`src/rtl/hbus_pkg.sv`:
```
package hbus_pkg;

  typedef enum logic [2:0] {
    ST_IDLE  = 3'd0,
    ST_CMD   = 3'd1,
    ST_LAT   = 3'd2,
    ST_XFER  = 3'd3,
    ST_RECOV = 3'd4
  } hb_state_t;

  localparam int CA_BYTES = 6;

  // 48-bit command-address word for a memory-space linear access
  function automatic logic [47:0] ca_word(input logic rd, input logic [31:0] waddr);
    return {rd, 1'b0, 1'b1, waddr[31:3], 13'd0, waddr[2:0]};
  endfunction

  // latency wait in half-clock cycles
  function automatic int unsigned lat_span(input int unsigned lat, input logic dbl);
    int unsigned base;
    base = (lat == 0) ? 1 : lat;
    return dbl ? base * 4 : base * 2;
  endfunction

  // recovery gap in cycles
  function automatic int unsigned rec_span(input int unsigned rec);
    return (rec == 0) ? 1 : rec;
  endfunction

  // legal state steps
  function automatic logic step_ok(input hb_state_t p, input hb_state_t c);
    if (p == c) return 1'b1;
    case (p)
      ST_IDLE:  return c == ST_CMD;
      ST_CMD:   return c == ST_LAT;
      ST_LAT:   return c == ST_XFER;
      ST_XFER:  return c == ST_RECOV;
      ST_RECOV: return c == ST_IDLE;
      default:  return 1'b0;
    endcase
  endfunction

endpackage

```
`src/rtl/hbus_ca_gen.sv`:
```
module hbus_ca_gen #(
  parameter int ADDR_W = 22
) (
  input  logic              rd,
  input  logic [ADDR_W-1:0] addr,
  input  logic [2:0]        sel,
  output logic [7:0]        byte_o
);
  localparam int SLOTS = 8;

  logic [47:0] ca;
  logic [7:0]  slot [SLOTS];

  assign ca = hbus_pkg::ca_word(rd, 32'(addr));

  for (genvar g = 0; g < SLOTS; g++) begin : g_slot
    if (g < hbus_pkg::CA_BYTES) begin : g_used
      assign slot[g] = ca[47-8*g -: 8];
    end else begin : g_pad
      assign slot[g] = 8'h00;
    end
  end

  assign byte_o = slot[sel];
endmodule

```
`src/rtl/hbus_span_cnt.sv`:
```
module hbus_span_cnt #(
  parameter int W = 6
) (
  input  logic         clk,
  input  logic         rst_n,
  input  logic         run,
  input  logic [W-1:0] span,
  output logic         last
);
  logic [W-1:0] cnt;

  always_ff @(posedge clk or negedge rst_n) begin
    if (!rst_n)   cnt <= '0;
    else if (run) cnt <= cnt + W'(1);
    else          cnt <= '0;
  end

  assign last = run && (cnt == span - W'(1));
endmodule

```
`src/rtl/hbus_rd_capture.sv`:
```
module hbus_rd_capture (
  input  logic        clk,
  input  logic        rst_n,
  input  logic        active,
  input  logic        strobe_mode,
  input  logic        beat,
  input  logic [7:0]  dq_in,
  input  logic        rwds_in,
  output logic        done,
  output logic [15:0] data
);
  logic       rwds_q, got_hi;
  logic [7:0] hi_q;
  logic       edge_seen, take_hi, take_lo;

  assign edge_seen = rwds_in ^ rwds_q;
  assign take_hi   = active && (strobe_mode ? (edge_seen && !got_hi) : !beat);
  assign take_lo   = active && (strobe_mode ? (edge_seen && got_hi) : beat);
  assign done      = take_lo;

  always_ff @(posedge clk or negedge rst_n) begin
    if (!rst_n) begin
      rwds_q <= 1'b0;
      got_hi <= 1'b0;
      hi_q   <= '0;
      data   <= '0;
    end else begin
      rwds_q <= rwds_in;
      if (!active || take_lo) got_hi <= 1'b0;
      else if (take_hi)       got_hi <= 1'b1;
      if (take_hi) hi_q <= dq_in;
      if (take_lo) data <= {hi_q, dq_in};
    end
  end
endmodule

```
`src/rtl/hbus_ram_ctrl.sv`:
```
module hbus_ram_ctrl #(
  parameter int ADDR_W = 22,
  parameter int LAT_W  = 4,
  parameter int REC_W  = 4
) (
  input  logic              clk,
  input  logic              rst_n,
  input  logic              req_valid,
  output logic              req_ready,
  input  logic              req_write,
  input  logic [ADDR_W-1:0] req_addr,
  input  logic [15:0]       req_wdata,
  output logic              rsp_valid,
  output logic [15:0]       rsp_data,
  input  logic [LAT_W-1:0]  cfg_latency,
  input  logic [REC_W-1:0]  cfg_recovery,
  input  logic              cfg_strobe_rd,
  output logic              hb_cs_n,
  output logic              hb_ck_p,
  output logic              hb_ck_n,
  output logic [7:0]        hb_dq_out,
  output logic              hb_dq_oe,
  input  logic [7:0]        hb_dq_in,
  output logic              hb_rwds_out,
  output logic              hb_rwds_oe,
  input  logic              hb_rwds_in
);
  import hbus_pkg::*;

  localparam int SPAN_W = LAT_W + 2;
  localparam logic [2:0] CA_LAST = 3'(CA_BYTES - 1);

  hb_state_t         state, state_nx;
  logic [2:0]        cmd_idx;
  logic              beat, ph, dbl_q;
  logic              op_wr, strobe_q;
  logic [ADDR_W-1:0] addr_q;
  logic [15:0]       wdata_q;
  logic [LAT_W-1:0]  lat_q;
  logic [REC_W-1:0]  rec_q;
  logic              rsp_valid_q;
  logic [REC_W-1:0]  gap_cnt;

  // named internal events
  logic              accept, bus_active, xfer_wr, xfer_rd;
  logic              lat_last, rec_last, cap_done;
  logic [SPAN_W-1:0] lat_span_w;
  logic [REC_W-1:0]  rec_span_w;
  logic [7:0]        ca_byte;

  assign accept     = req_valid && (state == ST_IDLE);
  assign bus_active = (state == ST_CMD) || (state == ST_LAT) || (state == ST_XFER);
  assign xfer_wr    = (state == ST_XFER) && op_wr;
  assign xfer_rd    = (state == ST_XFER) && !op_wr;
  assign lat_span_w = SPAN_W'(lat_span(32'(lat_q), dbl_q));
  assign rec_span_w = REC_W'(rec_span(32'(rec_q)));

  hbus_ca_gen #(.ADDR_W(ADDR_W)) ca_i (
    .rd(!op_wr), .addr(addr_q), .sel(cmd_idx), .byte_o(ca_byte)
  );

  hbus_span_cnt #(.W(SPAN_W)) lat_cnt_i (
    .clk(clk), .rst_n(rst_n), .run(state == ST_LAT), .span(lat_span_w), .last(lat_last)
  );

  hbus_span_cnt #(.W(REC_W)) rec_cnt_i (
    .clk(clk), .rst_n(rst_n), .run(state == ST_RECOV), .span(rec_span_w), .last(rec_last)
  );

  hbus_rd_capture cap_i (
    .clk(clk), .rst_n(rst_n), .active(xfer_rd), .strobe_mode(strobe_q), .beat(beat),
    .dq_in(hb_dq_in), .rwds_in(hb_rwds_in), .done(cap_done), .data(rsp_data)
  );

  always_comb begin
    state_nx = state;
    unique case (state)
      ST_IDLE:  if (accept) state_nx = ST_CMD;
      ST_CMD:   if (cmd_idx == CA_LAST) state_nx = ST_LAT;
      ST_LAT:   if (lat_last) state_nx = ST_XFER;
      ST_XFER:  if (op_wr ? beat : cap_done) state_nx = ST_RECOV;
      ST_RECOV: if (rec_last) state_nx = ST_IDLE;
      default:  state_nx = ST_IDLE;
    endcase
  end

  always_ff @(posedge clk or negedge rst_n) begin
    if (!rst_n) begin
      state       <= ST_IDLE;
      cmd_idx     <= '0;
      beat        <= 1'b0;
      ph          <= 1'b0;
      dbl_q       <= 1'b0;
      op_wr       <= 1'b0;
      strobe_q    <= 1'b0;
      addr_q      <= '0;
      wdata_q     <= '0;
      lat_q       <= '0;
      rec_q       <= '0;
      rsp_valid_q <= 1'b0;
      gap_cnt     <= '1;
    end else begin
      state       <= state_nx;
      cmd_idx     <= (state == ST_CMD) ? cmd_idx + 3'd1 : 3'd0;
      beat        <= (state == ST_XFER) ? !beat : 1'b0;
      ph          <= bus_active ? !ph : 1'b0;
      rsp_valid_q <= xfer_rd && cap_done;
      if (hb_cs_n) gap_cnt <= (gap_cnt == '1) ? gap_cnt : gap_cnt + REC_W'(1);
      else         gap_cnt <= '0;
      if (accept) begin
        op_wr    <= req_write;
        addr_q   <= req_addr;
        wdata_q  <= req_wdata;
        lat_q    <= cfg_latency;
        rec_q    <= cfg_recovery;
        strobe_q <= cfg_strobe_rd;
        dbl_q    <= 1'b0;
      end else if (state == ST_CMD) begin
        dbl_q <= dbl_q | hb_rwds_in;
      end
    end
  end

  assign req_ready   = (state == ST_IDLE);
  assign rsp_valid   = rsp_valid_q;
  assign hb_cs_n     = !bus_active;
  assign hb_ck_p     = bus_active && !ph;
  assign hb_ck_n     = !hb_ck_p;
  assign hb_dq_oe    = (state == ST_CMD) || xfer_wr;
  assign hb_dq_out   = (state == ST_CMD) ? ca_byte :
                       xfer_wr ? (beat ? wdata_q[7:0] : wdata_q[15:8]) : 8'h00;
  assign hb_rwds_oe  = xfer_wr;
  assign hb_rwds_out = 1'b0;

  // ready only with the bus parked
  p_ready_idle_r1: assert property (@(posedge clk) disable iff (!rst_n)
    req_ready |-> (hb_cs_n && !hb_dq_oe && !hb_rwds_oe));

  // the latency wait follows exactly six command cycles
  p_ca_six_r2: assert property (@(posedge clk) disable iff (!rst_n)
    $rose(state == ST_LAT) |-> $past(state == ST_CMD, 6));

  // no drive while the device returns read data
  p_oe_release_r8: assert property (@(posedge clk) disable iff (!rst_n)
    xfer_rd |-> (!hb_dq_oe && !hb_rwds_oe));

  // recovery counter ends with the port-observed gap matching the span
  p_gap_r9: assert property (@(posedge clk) disable iff (!rst_n)
    rec_last |-> (hb_cs_n && gap_cnt == rec_span_w - REC_W'(1)));

  // state steps only in order
  p_order_r10: assert property (@(posedge clk) disable iff (!rst_n)
    step_ok($past(state), state));

  // response only after chip select is released, only for reads
  p_rsp_read_r11: assert property (@(posedge clk) disable iff (!rst_n)
    rsp_valid |-> (hb_cs_n && !op_wr && $past(!hb_cs_n)));
endmodule

```
`config.mk`:
```
export PLATFORM = sky130hd
export DESIGN_NAME = hbus_ram_ctrl
export DESIGN_NICKNAME = d
export VERILOG_FILES = /design/src/rtl/hbus_pkg.sv /design/src/rtl/hbus_ca_gen.sv /design/src/rtl/hbus_span_cnt.sv /design/src/rtl/hbus_rd_capture.sv /design/src/rtl/hbus_ram_ctrl.sv
export SDC_FILE = /design/constraint.sdc
export NUM_CORES = 1
export LEC_CHECK = 0
export BUFFER_PORTS_ARGS = -buffer_cell sky130_fd_sc_hd__clkbuf_2
export CORE_MARGIN = 3
export CORE_UTILIZATION = 50
export CTS_BUF_LIST = sky130_fd_sc_hd__clkbuf_16
export CTS_CLUSTER_DIAMETER = 30
export DETAILED_ROUTE_END_ITERATION = 8
export GPL_TIMING_DRIVEN = 0
export HOLD_SLACK_MARGIN = 0.03
export MAX_ROUTING_LAYER = met4
export PLACE_DENSITY = 0.73
export SYNTH_ARGS = -nofsm -noshare
export SYNTH_HDL_FRONTEND = slang
export SYNTH_HIERARCHICAL = 1
export SYNTH_SLANG_ARGS = --single-unit
export TNS_END_PERCENT = 50
```
`constraint.sdc`:
```
create_clock -name clk -period 4.68 [get_ports clk]
set_input_delay 0.936 -clock clk [delete_from_list [all_inputs] [get_ports clk]]
set_output_delay 0.936 -clock clk [all_outputs]
set_load 0.01 [all_outputs]
```
# Word level (Yosys, flattened, before mapping)
# Index checks and enable logic that the tools add are counted.
# word_totals
reg_bits	94
input_bits	60
out_inout_bits	32
# op_classes
add_sub_neg	5
order_cmp	1
n_eq_ne	12
n_mux	27
n_bitwise	3
n_reduce_logical	28
# op_table
cell	count
8-bit two-way mux	5
8-bit binary-select mux with 3-bit select	1
3-bit two-way mux	6
3-bit case mux with 5 select lines	1
4-bit two-way mux	3
6-bit two-way mux	2
1-bit logical AND	11
1-bit two-way mux	9
4-bit zero test	2
1-bit zero test	7
6-bit by 1-bit adder with 6-bit output (second input constant)	1
3-bit by 2-bit == test with 1-bit output (second input constant)	2
3-bit == test (second input constant)	2
6-bit == test	1
2-bit inequality test (second input constant)	3
6-bit by 1-bit subtractor with 6-bit output (second input constant)	1
5-bit AND reduction	1
4-bit by 1-bit adder with 4-bit output (second input constant)	1
4-bit == test	1
4-bit >= comparator (second input constant)	1
1-bit logical OR	4
2-bit by 1-bit inequality test with 1-bit output (second input constant)	2
3-bit NOT with 4-bit output	1
2-bit nonzero test	2
6 further kinds	6

# Longest topological paths before layout
# Gate-level depths: netlist of run 1.
# depth
word_depth	8
mapped_depth	11

# By module
# The synthesis of run 1 kept the hierarchy.
# modules_own_cells
module	instances	cells_per_inst	area_each_um2
hbus_ram_ctrl	1	195	2552.4
hbus_rd_capture	1	118	1303.8
hbus_span_cnt at lat_cnt_i	1	43	409.1
hbus_span_cnt at rec_cnt_i	1	23	256.5
hbus_ca_gen	1	33	215.2

# Worst setup path before layout of run 1
# No wires, ideal clock.
# synth_timing
path_kind	register to output
start	reg state[2]
end	out hb_dq_out[0]
arrival_time_ns	1.447
required_time_ns	3.744
setup_slack_ns	2.297
stages_incl_launch_ff	6
n_path_buf	2
cell_sequence	dfrtp_1 buf_6 nand3b_1 or2_2 buf_2 o21ai_0
# synth_via
elab_chain_cells	4
word_cells_on_any_way	5
cone_classes	eq/ne (2); mux (2); reduce/logical (1)
# synth_rtl
item	line	source
from (decl)	hbus_ram_ctrl.sv:33	hb_state_t state, state_nx;
from (signal assigned)	hbus_ram_ctrl.sv:103	state <= state_nx;
3-bit by 2-bit == test with 1-bit output	hbus_ram_ctrl.sv:53	assign xfer_wr = (state == ST_XFER) && op_wr;
1-bit logical AND	hbus_ram_ctrl.sv:53	
8-bit two-way mux	hbus_ram_ctrl.sv:131	xfer_wr ? (beat ? wdata_q[7:0] : wdata_q[15:8]) : 8'h00;
8-bit two-way mux *	hbus_ram_ctrl.sv:130	assign hb_dq_out = (state == ST_CMD) ? ca_byte :
to (decl)	hbus_ram_ctrl.sv:21	output logic [7:0] hb_dq_out,
# Mark *: on every way between the ends. The rest lies on a longest branch, timed or not.

# Worst setup path in the final report of run 1
# layout_timing
start	reg state[2]
end	out hb_dq_out[1]
# Same word-level chain as after synthesis.

==> out/results.tsv, run 1 <==
stage	metric	value	unit
yosys	synthMuxAreaShare	18.6	%
sta	rsz0062_at_grt	no	
setup_path	cp_slowest_stage_delay	0.37	ns
routing	wire_per_inst	15.1	um
sta	slew_headroom	50.3	%
placement	portBuffers	90	
min_path	min_path_type	reg2reg	
layout	fin_cells	649	
min_path	whs_path_depth	1	
sta	skew	0.00932	ns
routing	first_pass_iters	4	
power_and_ir_drop	p_total	3.45	mW
min_path	hold_path_end	cap_i/data[8]	
clock_tree	numCtsBuffers	9	
yosys	synth_top_family_by_area	multiplexers	
clock_tree	ctsHtreeMaxLevel	3	
clock_tree	cts_resized	0	
placement	dpl_cell_area	5390	um^2
job	max_cap_viol_count	0	
yosys	synth-simple-area-share	12.7	%
yosys	synth_top_area_share	49.7	%
clock_tree	cts_tree	yes	
sta	finalCritPeriodShare	63.3	%
power_and_ir_drop	p_leak	2.65	nW
die	die_w	103	um
clock_tree	cts.sinks	94	
routing	vias	3371	
setup_path	rr_endpoint	state[0]	
clock_tree	clockRootBuffer	clkbuf_16	
setup_path	cp_max_fo	10	
yosys	ys_warn_count	6	
routing	ant_nets	0	
grt	gr-total-overflow	0	
setup_path	path_cells	buf_6, nand3b_1, or2_2, buf_2, o21ai_0, clkbuf_2	
setup_path	r2r-start	state[2]	
layout	finalInstanceArea	5710	um^2
yosys	synth-xor-area-share	3.86	%
setup_path	cp-end-kind	primary output	
clock_tree	clk_latency	0.34	ns
sta	hold_viol	0	
sta	max_freq	338	MHz
setup_path	ff2ff_path_depth	10	
yosys	ys_types	51	
die	start_util	52.8	%
routing	routed_wl	9810	um
power_and_ir_drop	vdd_ir_drop_max	0.000366	V
run_status	status	finished, final reports clean	
yosys	synth-compound-area-share	8.64	%
yosys	synth_seq_cells	94	
die	die_area	10700	um^2
yosys	ys_top_cells_by_area	dfrtp_1, mux2_2, mux2_1, mux2i_1, nand2_1	
placement	pre_cts_ws	2.03	ns
layout	drive_gt1_share	37.7	%
placement	place_congestion	0.859	
setup_path	cp.arrival	2.03	ns
setup_path	crit_type	reg2out	
yosys	synth_area_leader_cell	dfrtp_1	
yosys	synth-main-ff-cell	dfrtp_1	
layout	syn_to_final_growth	20.5	%
yosys	netlist_area	4740	um^2
setup_path	regToRegSetupSlack	2.22	ns
clock_tree	cts_setup_buffers	0	
yosys	synth_adder_area_share	1.58	%
min_path	min_from	cap_i/data[8]	
yosys	synth-edff-count	0	
grt	grt_max_degree	60	
layout	nNetsFinal	584	
yosys	synthCells	412	
die	die_h	103	um
yosys	postSynth.asyncResetShare	100	%
sta	finalSetupViolations	0	
setup_path	cp_slowest_cell	dfrtp_1	
grt	grt_pass1_wl	16700	um
sta	fin_crit	2.96	ns
routing	viasPerCell	5.19	
layout	postLayoutCoreUtil	63.6	%
die	rows	34	
grt	track_usage	20.7	%
layout	antenna_cells	0	
yosys	synth.most_common_cell	dfrtp_1	
clock_tree	path_clk_slew	0.06	ns
yosys	avgSynthCellArea	11.5	um^2
sta	fin_setup_tns	0	ns
yosys	yosysSeqAreaShare	49.7	%
die	core	8980	um^2
placement	dp.cells	633	
sta	tightest_slew	0.744	ns
power_and_ir_drop	cellPowerDensity	605	nW/um^2
grt	grt_pass1_vias	3397	
sta	whs	0.481	ns
routing	drtIter0Drc	108	
die	ioPinCount	92	
clock_tree	cts.path.max_buffers	2	
grt	antenna_found_initial	0	
clock_tree	cts_hold_buffers	0	
sta	report.final.slew_viol_count	0	
yosys	synthTopCellsByCount	dfrtp_1, mux2_2, nand2_1	
placement	dpl.hpwl	7370	um
setup_path	worstPathRequired	3.74	ns
setup_path	worst_setup_path_start_kind	flop	
sta	final_critical_path_setup_slack	1.72	ns
routing	route.detailed.drc	0	
-- logic make-up after synthesis --
family | after synthesis
flip-flops | 94
multiplexers | 80
adder cells (fa/ha/maj) | 6
AO/OA/AOI/OAI | 56
XOR/XNOR | 20
buffers and inverters | 39
other | 1
AND/OR/NAND/NOR | 116
-- report_power, final --
part / internal [mW] / switching (mW) / total [mW]
Combinational: 0.673 / 0.689 / 1.36
Sequential: 1.11 / 0.202 / 1.31
Clock: 0.470 / 0.309 / 0.779
Total: 2.25 / 1.20 / 3.45
-- worst max-delay path, delay by kind of cell (launching register included) --
family,cells,cell delay [ns]
DFF,1,0.37
AOI/OAI and AO/OA,1,0.22
and+or+nand+nor,2,0.61
buffers and inverters,3,0.50
-- per-layer routing --
| layer | global-route usage (%) | vias up | part of all wire, % |
|---|---|---|---|
| met3 | 3.96 | 9 | 3.5 |
| met4 | 4.98 | 0 | 0.80 |
| met5 | - | - | 0 |
| met1 | 27.6 | 1639 | 46 |
| li1 | - | 1651 | - |
| met2 | 33.1 | 72 | 50 |
-- registers in the layout, indices dropped and copies added, names as in the netlist --
register / count
addr_q: 22
beat: 1
cap_i/data: 16
cap_i/got_hi: 1
cap_i/hi_q: 8
cap_i/rwds_q: 1
cmd_idx: 3
dbl_q: 1
lat_cnt_i/cnt: 6
lat_q: 4
op_wr: 1
ph: 1
rec_cnt_i/cnt: 4
rec_q: 4
rsp_valid: 1
state: 3
strobe_q: 1
wdata_q: 16
-- layout make-up --
| type | instances | area [um^2] |
|---|---|---|
| multi-input combinational | 283 | 2170 |
| clock buffer | 9 | 225 |
| timing repair buffer | 91 | 480 |
| tap | 126 | 158 |
| inverter | 12 | 45.0 |
| sequential | 94 | 2350 |
| clock inverter | 7 | 95.1 |
| buffer | 27 | 185 |
| fill | 719 | 3270 |
-- layout by cell type (no fill, tap or decap), types with 7 or more instances in the layout --
cell type / count
dfrtp_1: 94
clkbuf_2: 89
mux2_2: 53
nand2_1: 35
o21ai_0: 21
nor2_1: 19
mux2i_1: 14
xnor2_1: 13
mux2_1: 13
nand3_1: 13
inv_1: 11
clkbuf_1: 11
nand2b_1: 9
clkbuf_16: 9
buf_6: 8
and2_1: 8
nand4_1: 8
o221a_2: 8
a21oi_1: 7
-- worst max path at each step --
stage | to | cells past startpoint | startpoint
4_1_cts | hb_dq_out[1] | 6 | state[2]
2_1_floorplan | hb_dq_out[0] | 5 | state[2]
5_1_grt | hb_dq_out[5] | 6 | state[1]
6_report | hb_dq_out[1] | 6 | state[2]
3_3_place_gp | wdata_q[8] | 1 | rst_n
3_5_place_dp | state[0] | 8 | hb_rwds_in
Power figures use the tool's default switching activity.
==> inputs of run 2 (changes only) <==
--- a/config.mk
+++ b/config.mk
@@ -5,6 +5,7 @@
 export SDC_FILE = /design/constraint.sdc
 export NUM_CORES = 1
 export LEC_CHECK = 0
+export ABC_AREA = 1
 export BUFFER_PORTS_ARGS = -buffer_cell sky130_fd_sc_hd__clkbuf_2
 export CORE_MARGIN = 3
 export CORE_UTILIZATION = 50
@@ -14,7 +15,7 @@
 export GPL_TIMING_DRIVEN = 0
 export HOLD_SLACK_MARGIN = 0.03
 export MAX_ROUTING_LAYER = met4
-export PLACE_DENSITY = 0.73
+export PLACE_DENSITY = 0.76
 export SYNTH_ARGS = -nofsm -noshare
 export SYNTH_HDL_FRONTEND = slang
 export SYNTH_HIERARCHICAL = 1
==> constraint.sdc (replaced) <==
create_clock -name clk -period 2.5 [get_ports clk]
set_input_delay 0.5 -clock clk [delete_from_list [all_inputs] [get_ports clk]]
set_output_delay 0.5 -clock clk [all_outputs]
set_load 0.01 [all_outputs]
==> run 2 against run 1 <==
- clock skew grew 0.00080 ns
- synthesized cell count grew 50%
- first-iteration DRC count grew 57%
- combinational power grew 110%
- total power grew 94%
- critical path depth shrank 1
- clock power grew 76%
- die area grew 0.57%
- core utilization grew 0.14 points
- sequential share of layout area shrank 0.090 points
- global-route usage grew 0.84 points
- largest cell class unchanged
- highest routed layer unchanged
==> out/results.tsv, run 2 <==
stage	metric	value	unit	change
run_status	status	finished, final reports clean		unchanged
die	start_util	53.1	%	was 52.8%
yosys	yosysSeqAreaShare	49.4	%	was 49.7%
yosys	synthCells	617		was 412
setup_path	cp_max_fo	10		unchanged
yosys	synthTopCellsByCount	nand2_1, dfrtp_1, inv_1		was dfrtp_1, mux2_2, nand2_1
routing	ant_nets	0		unchanged
yosys	ys_types	35		was 51
sta	max_freq	434	MHz	
power_and_ir_drop	cellPowerDensity	1170	nW/um^2	was 605 nW/um^2
grt	grt_pass1_wl	18600	um	was 16,700 um
clock_tree	cts_setup_buffers	0		unchanged
yosys	ys_warn_count	6		unchanged
placement	dpl.hpwl	8130	um	was 7370 um
die	rows	34		unchanged
layout	drive_gt1_share	21.4	%	was 37.7%
layout	most-common-layout-cells	nand2_1, dfrtp_1, clkbuf_2, inv_1, nor2_1		was dfrtp_1, clkbuf_2, mux2_2, nand2_1, o21ai_0
power_and_ir_drop	p_leak	3.24	nW	was 2.65 nW
yosys	netlist_area	4770	um^2	was 4740 um^2
clock_tree	path_clk_slew	0.07	ns	was 0.06 ns
layout	syn_to_final_growth	20.1	%	was 20.5%
routing	viasPerCell	4.80		was 5.19
setup_path	regToRegSetupSlack	0.24	ns	was 2.22 ns
clock_tree	clockRootBuffer	clkbuf_16		unchanged
min_path	min_path_type	in2async		was reg2reg
sta	skew	0.0101	ns	was 0.00932 ns
die	core	8980	um^2	unchanged
clock_tree	cts_tree	yes		unchanged
setup_path	ff2ff_path_depth	16		was 10
layout	fin_cells	854		was 649
yosys	synth-edff-count	0		unchanged
yosys	synth_top_area_share	49.4	%	was 49.7%
sta	finalSetupViolations	0		unchanged
layout	nNetsFinal	789		was 584
layout	reg_top3	addr_q (22), cap_i/data (16), wdata_q (16)		unchanged
sta	tightest_slew	0.635	ns	was 0.744 ns
power_and_ir_drop	vdd_ir_drop_max	0.000523	V	was 0.000366 V
grt	track_usage	21.6	%	was 20.7%
grt	grt_max_degree	51		was 60
clock_tree	cts_hold_buffers	0		unchanged
setup_path	cp-end-kind	primary output		unchanged
sta	rsz0062_at_grt	no		unchanged
placement	pre_cts_ws	0.232	ns	was 2.03 ns
layout	regMostFlops	addr_q		unchanged
die	die_h	104	um	was 103 um
clock_tree	cts.path.max_buffers	2		unchanged
die	die_w	104	um	was 103 um
grt	grt_pass1_vias	4064		was 3,397
sta	slew_headroom	57.6	%	was 50.3%
setup_path	r2r-start	lat_q[1]		was state[2]
clock_tree	cts_resized	0		unchanged
yosys	postSynth.asyncResetShare	100	%	unchanged
yosys	synth-main-ff-cell	dfrtp_1		unchanged
clock_tree	numCtsBuffers	9		unchanged
routing	vias	4097		was 3,371
sta	report.final.slew_viol_count	0		unchanged
clock_tree	clk_latency	0.34	ns	about the same
yosys	ys_top_cells_by_area	dfrtp_1, nand2_1, nand3_1, inv_1, nor2_1		was dfrtp_1, mux2_2, mux2_1, mux2i_1, nand2_1
clock_tree	cts.sinks	94		unchanged
die	die_area	10700	um^2	about the same
clock_tree	ctsHtreeMaxLevel	3		unchanged
sta	fin_setup_tns	0	ns	unchanged
yosys	synth.most_common_cell	nand2_1		was dfrtp_1
placement	dpl_cell_area	5420	um^2	was 5390 um^2
layout	antenna_cells	0		unchanged
sta	finalCritPeriodShare	92.1	%	
placement	place_congestion	0.903		was 0.859
job	max_cap_viol_count	0		unchanged
yosys	synth_area_leader_cell	dfrtp_1		unchanged
power_and_ir_drop	p_total	6.68	mW	was 3.45 mW
placement	portBuffers	90		unchanged
routing	routed_wl	10600	um	was 9810 um
setup_path	cp.arrival	1.80	ns	was 2.03 ns
layout	finalInstanceArea	5720	um^2	was 5710 um^2
sta	final_critical_path_setup_slack	0.197	ns	was 1.72 ns
routing	wire_per_inst	12.5	um	was 15.1 um
routing	first_pass_iters	5		was 4
sta	whs	0.191	ns	was 0.481 ns
die	ioPinCount	92		unchanged
sta	hold_viol	0		unchanged
sta	fin_crit	2.30	ns	
placement	dp.cells	838		was 633
layout	fill_cells	801		was 719
grt	gr-total-overflow	0		unchanged
setup_path	rr_endpoint	state[1]		was state[0]
setup_path	worstPathRequired	2.00	ns	was 3.74 ns
setup_path	worst_setup_path_start_kind	flop		unchanged
layout	largest_reg_flops	22		unchanged
routing	drtIter0Drc	170		was 108
setup_path	crit_type	reg2out		unchanged
yosys	avgSynthCellArea	7.72	um^2	was 11.5 um^2
grt	antenna_found_initial	0		unchanged
routing	route.detailed.drc	0		unchanged
yosys	synth_seq_cells	94		unchanged
layout	layout_commonest_cell	nand2_1		was dfrtp_1
layout	postLayoutCoreUtil	63.8	%	was 63.6%
[run 2: cell types whose count changed after synthesis, sizes merged, moves of 6 or more]
cell	delta
inv	+45
nand2b	-9
nand4	-7
nor2	+35
mux2i	-6
xnor2	-10
xor2	-6
and2	-8
nor2b	-6
nand3	+32
clkbuf	-7
nand2	+249
mux2	-66
o221a	-8
[run 2: layout make-up]
type / instances / area, um^2 / area share [%]
inverter: 59 / 228 / 3.98
sequential: 94 / 2350 / 41.1
buffer: 19 / 163 / 2.84
tap: 126 / 158 / 2.75
multi-input combinational: 449 / 2050 / 35.7
clock buffer: 9 / 225 / 3.94
clock inverter: 7 / 71.3 / 1.25
timing repair buffer: 91 / 480 / 8.40
[run 2: how the worst max path moves through the flow]
| stage | start | cells past startpoint | endpoint |
|---|---|---|---|
| 6_report | state[1] | 5 | hb_dq_out[0] |
| 5_1_grt | lat_q[1] | 16 | state[2] |
| 4_1_cts | state[1] | 5 | hb_dq_out[0] |
| 3_5_place_dp | rec_q[3] | 14 | state[1] |
| 3_3_place_gp | rst_n | 1 | cap_i/data[14] |
| 2_1_floorplan | rec_q[1] | 14 | state[1] |
[run 2: metal layers]
layer,GRT usage [%],vias to the layer above,routed length [um]
li1,-,2111,-
met1,27.6,1887,4830
met2,35.4,90,5240
met3,4.85,9,492
met4,4.84,0,77
met5,-,-,0
[run 2: power by group]
part	total (mW)	internal, mW	switching [mW]
Combinational	2.82	1.04	1.77
Sequential	2.49	2.10	0.396
Clock	1.37	0.779	0.589
Total	6.68	3.92	2.76
[run 2: cell families after synthesis]
group | count (synthesis) | share of synthesized area [%]
buf+inv | 78 | 8.19
flops | 94 | 49.4
mux | 8 | 1.68
fa+ha+maj | 6 | 1.58
simple gates | 388 | 34.0
other cells | 1 | 0.0787
compound gates | 38 | 4.36
xor+xnor | 4 | 0.735
[run 2: worst max-delay path: stages, from the launching register on]
cell and delay, ns:
dfrtp_1 0.43, nand2_1 0.07, nor2_1 0.25, nand2_2 0.20, o21ai_0 0.33, clkbuf_2 0.19
==> inputs of run 3 (changes only) <==
--- a/config.mk
+++ b/config.mk
@@ -8,8 +8,7 @@
 export ABC_AREA = 1
 export BUFFER_PORTS_ARGS = -buffer_cell sky130_fd_sc_hd__clkbuf_2
 export CORE_MARGIN = 3
-export CORE_UTILIZATION = 50
-export CTS_BUF_LIST = sky130_fd_sc_hd__clkbuf_16
+export CORE_UTILIZATION = 45
 export CTS_CLUSTER_DIAMETER = 30
 export DETAILED_ROUTE_END_ITERATION = 8
 export GPL_TIMING_DRIVEN = 0
==> run 3 against run 2 <==
- global-route usage decreased by 1.7 points
- total power decreased by 7.2%
- highest routed layer unchanged
- setup slack better by 0.034 ns
==> out/results.tsv, run 3 (synthesis results as in run 2) <==
stage	metric	value	unit	change
layout	antenna_cells	0		unchanged
clock_tree	cts.path.max_buffers	2		unchanged
routing	routed_wl	10700	um	was 10,600 um
grt	antenna_found_initial	0		unchanged
clock_tree	clk_latency	0.36	ns	was 0.34 ns
clock_tree	path_clk_slew	0.09	ns	was 0.07 ns
layout	largest_reg_flops	22		unchanged
setup_path	ff2ff_path_depth	16		unchanged
power_and_ir_drop	combPwrFrac	45.7	%	was 42.2%
layout	drive_gt1_share	21.1	%	was 21.4%
sta	finalSetupViolations	0		unchanged
setup_path	cp_slowest_cell	dfrtp_1		unchanged
die	core	10000	um^2	was 8980 um^2
setup_path	cp_max_fo	9		was 10
routing	drtIter0Drc	268		was 170
power_and_ir_drop	pwr-share-seq	40.1	%	was 37.3%
clock_tree	cts_setup_buffers	0		unchanged
layout	seqCellArea	2350	um^2	unchanged
die	die_area	11900	um^2	was 10,700 um^2
routing	ant_nets	0		unchanged
layout	regMostFlops	addr_q		unchanged
setup_path	cp.arrival	1.77	ns	was 1.80 ns
layout	syn_to_final_growth	17.4	%	was 20.1%
power_and_ir_drop	swShare	43.2	%	was 41.3%
power_and_ir_drop	cellPowerDensity	1110	nW/um^2	was 1170 nW/um^2
placement	portBuffers	90		unchanged
routing	first_pass_iters	5		unchanged
power_and_ir_drop	intPower	3.52	mW	was 3.92 mW
clock_tree	ctsHtreeMaxLevel	3		unchanged
setup_path	regToRegSetupSlack	0.28	ns	was 0.24 ns
layout	most-common-layout-cells	nand2_1, dfrtp_1, clkbuf_2, inv_1, nor2_1		unchanged
die	rows	36		was 34
layout	fill_cells	939		was 801
placement	place_congestion	0.907		was 0.903
die	die_h	109	um	was 104 um
die	ioPinCount	92		unchanged
grt	grt_pass1_wl	18100	um	was 18,600 um
sta	max_freq	441	MHz	was 434 MHz
sta	report.final.slew_viol_count	0		unchanged
die	die_w	109	um	was 104 um
grt	track_usage	19.8	%	was 21.6%
clock_tree	cts_tree	yes		unchanged
sta	rsz0062_at_grt	no		unchanged
setup_path	r2r-start	lat_q[1]		unchanged
sta	slew_headroom	57.2	%	was 57.6%
die	start_util	47.4	%	was 53.1%
setup_path	crit_type	reg2out		unchanged
setup_path	critical_path.most_common_cell	nand2_1		
clock_tree	numCtsBuffers	9		unchanged
setup_path	cp_slowest_stage_delay	0.47	ns	was 0.43 ns
setup_path	worst_setup_path_start_kind	flop		unchanged
routing	route.detailed.drc	0		unchanged
sta	finalCritPeriodShare	90.8	%	was 92.1%
setup_path	worstPathRequired	2.00	ns	about the same
setup_path	cp-end-kind	primary output		unchanged
sta	fin_crit	2.27	ns	was 2.30 ns
setup_path	path_cells	nor2_1, nand2_1, clkinv_1, nand2_1, o21ai_0, clkbuf_2		was nand2_1, nor2_1, nand2_2, o21ai_0, clkbuf_2
routing	wire_per_inst	12.4	um	was 12.5 um
routing	viasPerCell	4.84		was 4.80
setup_path	rr_endpoint	state[1]		unchanged
sta	hold_viol	0		unchanged
sta	tightest_slew	0.642	ns	was 0.635 ns
power_and_ir_drop	p_sw	2.68	mW	was 2.76 mW
layout	multi_input_area	2050	um^2	about the same
power_and_ir_drop	vdd_ir_drop_max	0.000484	V	was 0.000523 V
routing	vias	4156		was 4,097
power_and_ir_drop	p_total	6.20	mW	was 6.68 mW
job	max_cap_viol_count	0		unchanged
sta	skew	0.0113	ns	was 0.0101 ns
clock_tree	cts.sinks	94		unchanged
run_status	status	finished, final reports clean		unchanged
placement	dpl.hpwl	8040	um	was 8130 um
layout	postLayoutCoreUtil	55.7	%	was 63.8%
grt	grt_max_degree	53		was 51
power_and_ir_drop	p_leak	3.17	nW	was 3.24 nW
min_path	min_path_type	in2async		unchanged
grt	grt_pass1_vias	3983		was 4,064
grt	gr-total-overflow	0		unchanged
clock_tree	clockRootBuffer	clkbuf_8		was clkbuf_16
layout	layout_commonest_cell	nand2_1		unchanged
layout	reg_top3	addr_q (22), cap_i/data (16), wdata_q (16)		unchanged
power_and_ir_drop	clkPwrFrac	14.2	%	was 20.5%
layout	nNetsFinal	789		unchanged
run 3: cell types whose count changed in the layout (fill, tap and decap cells not counted), sizes merged:
cell and delta:
inv -2, clkbuf +3, clkinv -2, bufinv -1
run 3: power by group through the flow:
| stage | clock (mW) | sequential, mW | combinational, mW |
|---|---|---|---|
| after floorplan | 0 | 2.44 | 2.06 |
| final | 0.883 | 2.48 | 2.83 |
| after global routing | 0.953 | 2.56 | 3.25 |
| after global placement | 0 | 2.48 | 2.70 |
| after detailed placement | 0 | 2.50 | 2.83 |
| after CTS | 0.902 | 2.47 | 2.84 |
run 3: layout make-up:
type	count	area share, %
sequential	94	42.1
clock buffer	12	2.60
buffer	19	2.91
inverter	59	4.07
timing repair buffer	91	8.59
tap	133	2.98
multi-input combinational	449	36.6
clock inverter	2	0.179
run 3: layer usage:
| metal | part of all wire, % | vias up | track usage [%] |
|---|---|---|---|
| li1 | - | 2105 | - |
| met1 | 46 | 1932 | 26.6 |
| met2 | 48 | 109 | 31.3 |
| met3 | 5.1 | 10 | 3.67 |
| met4 | 0.97 | 0 | 5.05 |
| met5 | 0 | - | - |
run 3: timing repair:
action / CTS / global route
resized for setup: 0 / 4
endpoints found under the setup margin: 0 / 6
hold buffers: 0 / 0
run 3: worst max-delay path by stage:
stage,startpoint,endpoint,slack (ns)
2_1_floorplan,rec_q[1],state[1],0.54
6_report,state[2],hb_dq_out[0],0.23
3_5_place_dp,rec_q[3],state[2],0.23
4_1_cts,state[0],hb_dq_out[7],0.13
5_1_grt,lat_q[1],state[1],0.04
3_3_place_gp,rst_n,lat_cnt_i/cnt[3],-0.20
run 3: worst max-delay path, delay by kind of cell (launching register included):
kind            cells  cell delay (ns)
simple gates        3             0.38
compound gates      1             0.12
buf+inv             2             0.43
flops               1             0.47
run 3: per-stage QoR:
stage	instance area (um^2)	hold WS (ns)	setup slack (ns)	instances	TNS (ns)
after global routing	5590	0.223	0.0384	859	0
after CTS	5580	0.190	0.134	859	0
after detailed placement	5430	0.414	0.232	845	0
after floorplan	4780	0.204	0.542	621	0
final	5590	0.175	0.230	859	0
after global placement	5400	0.412	-0.200	844	-18.38
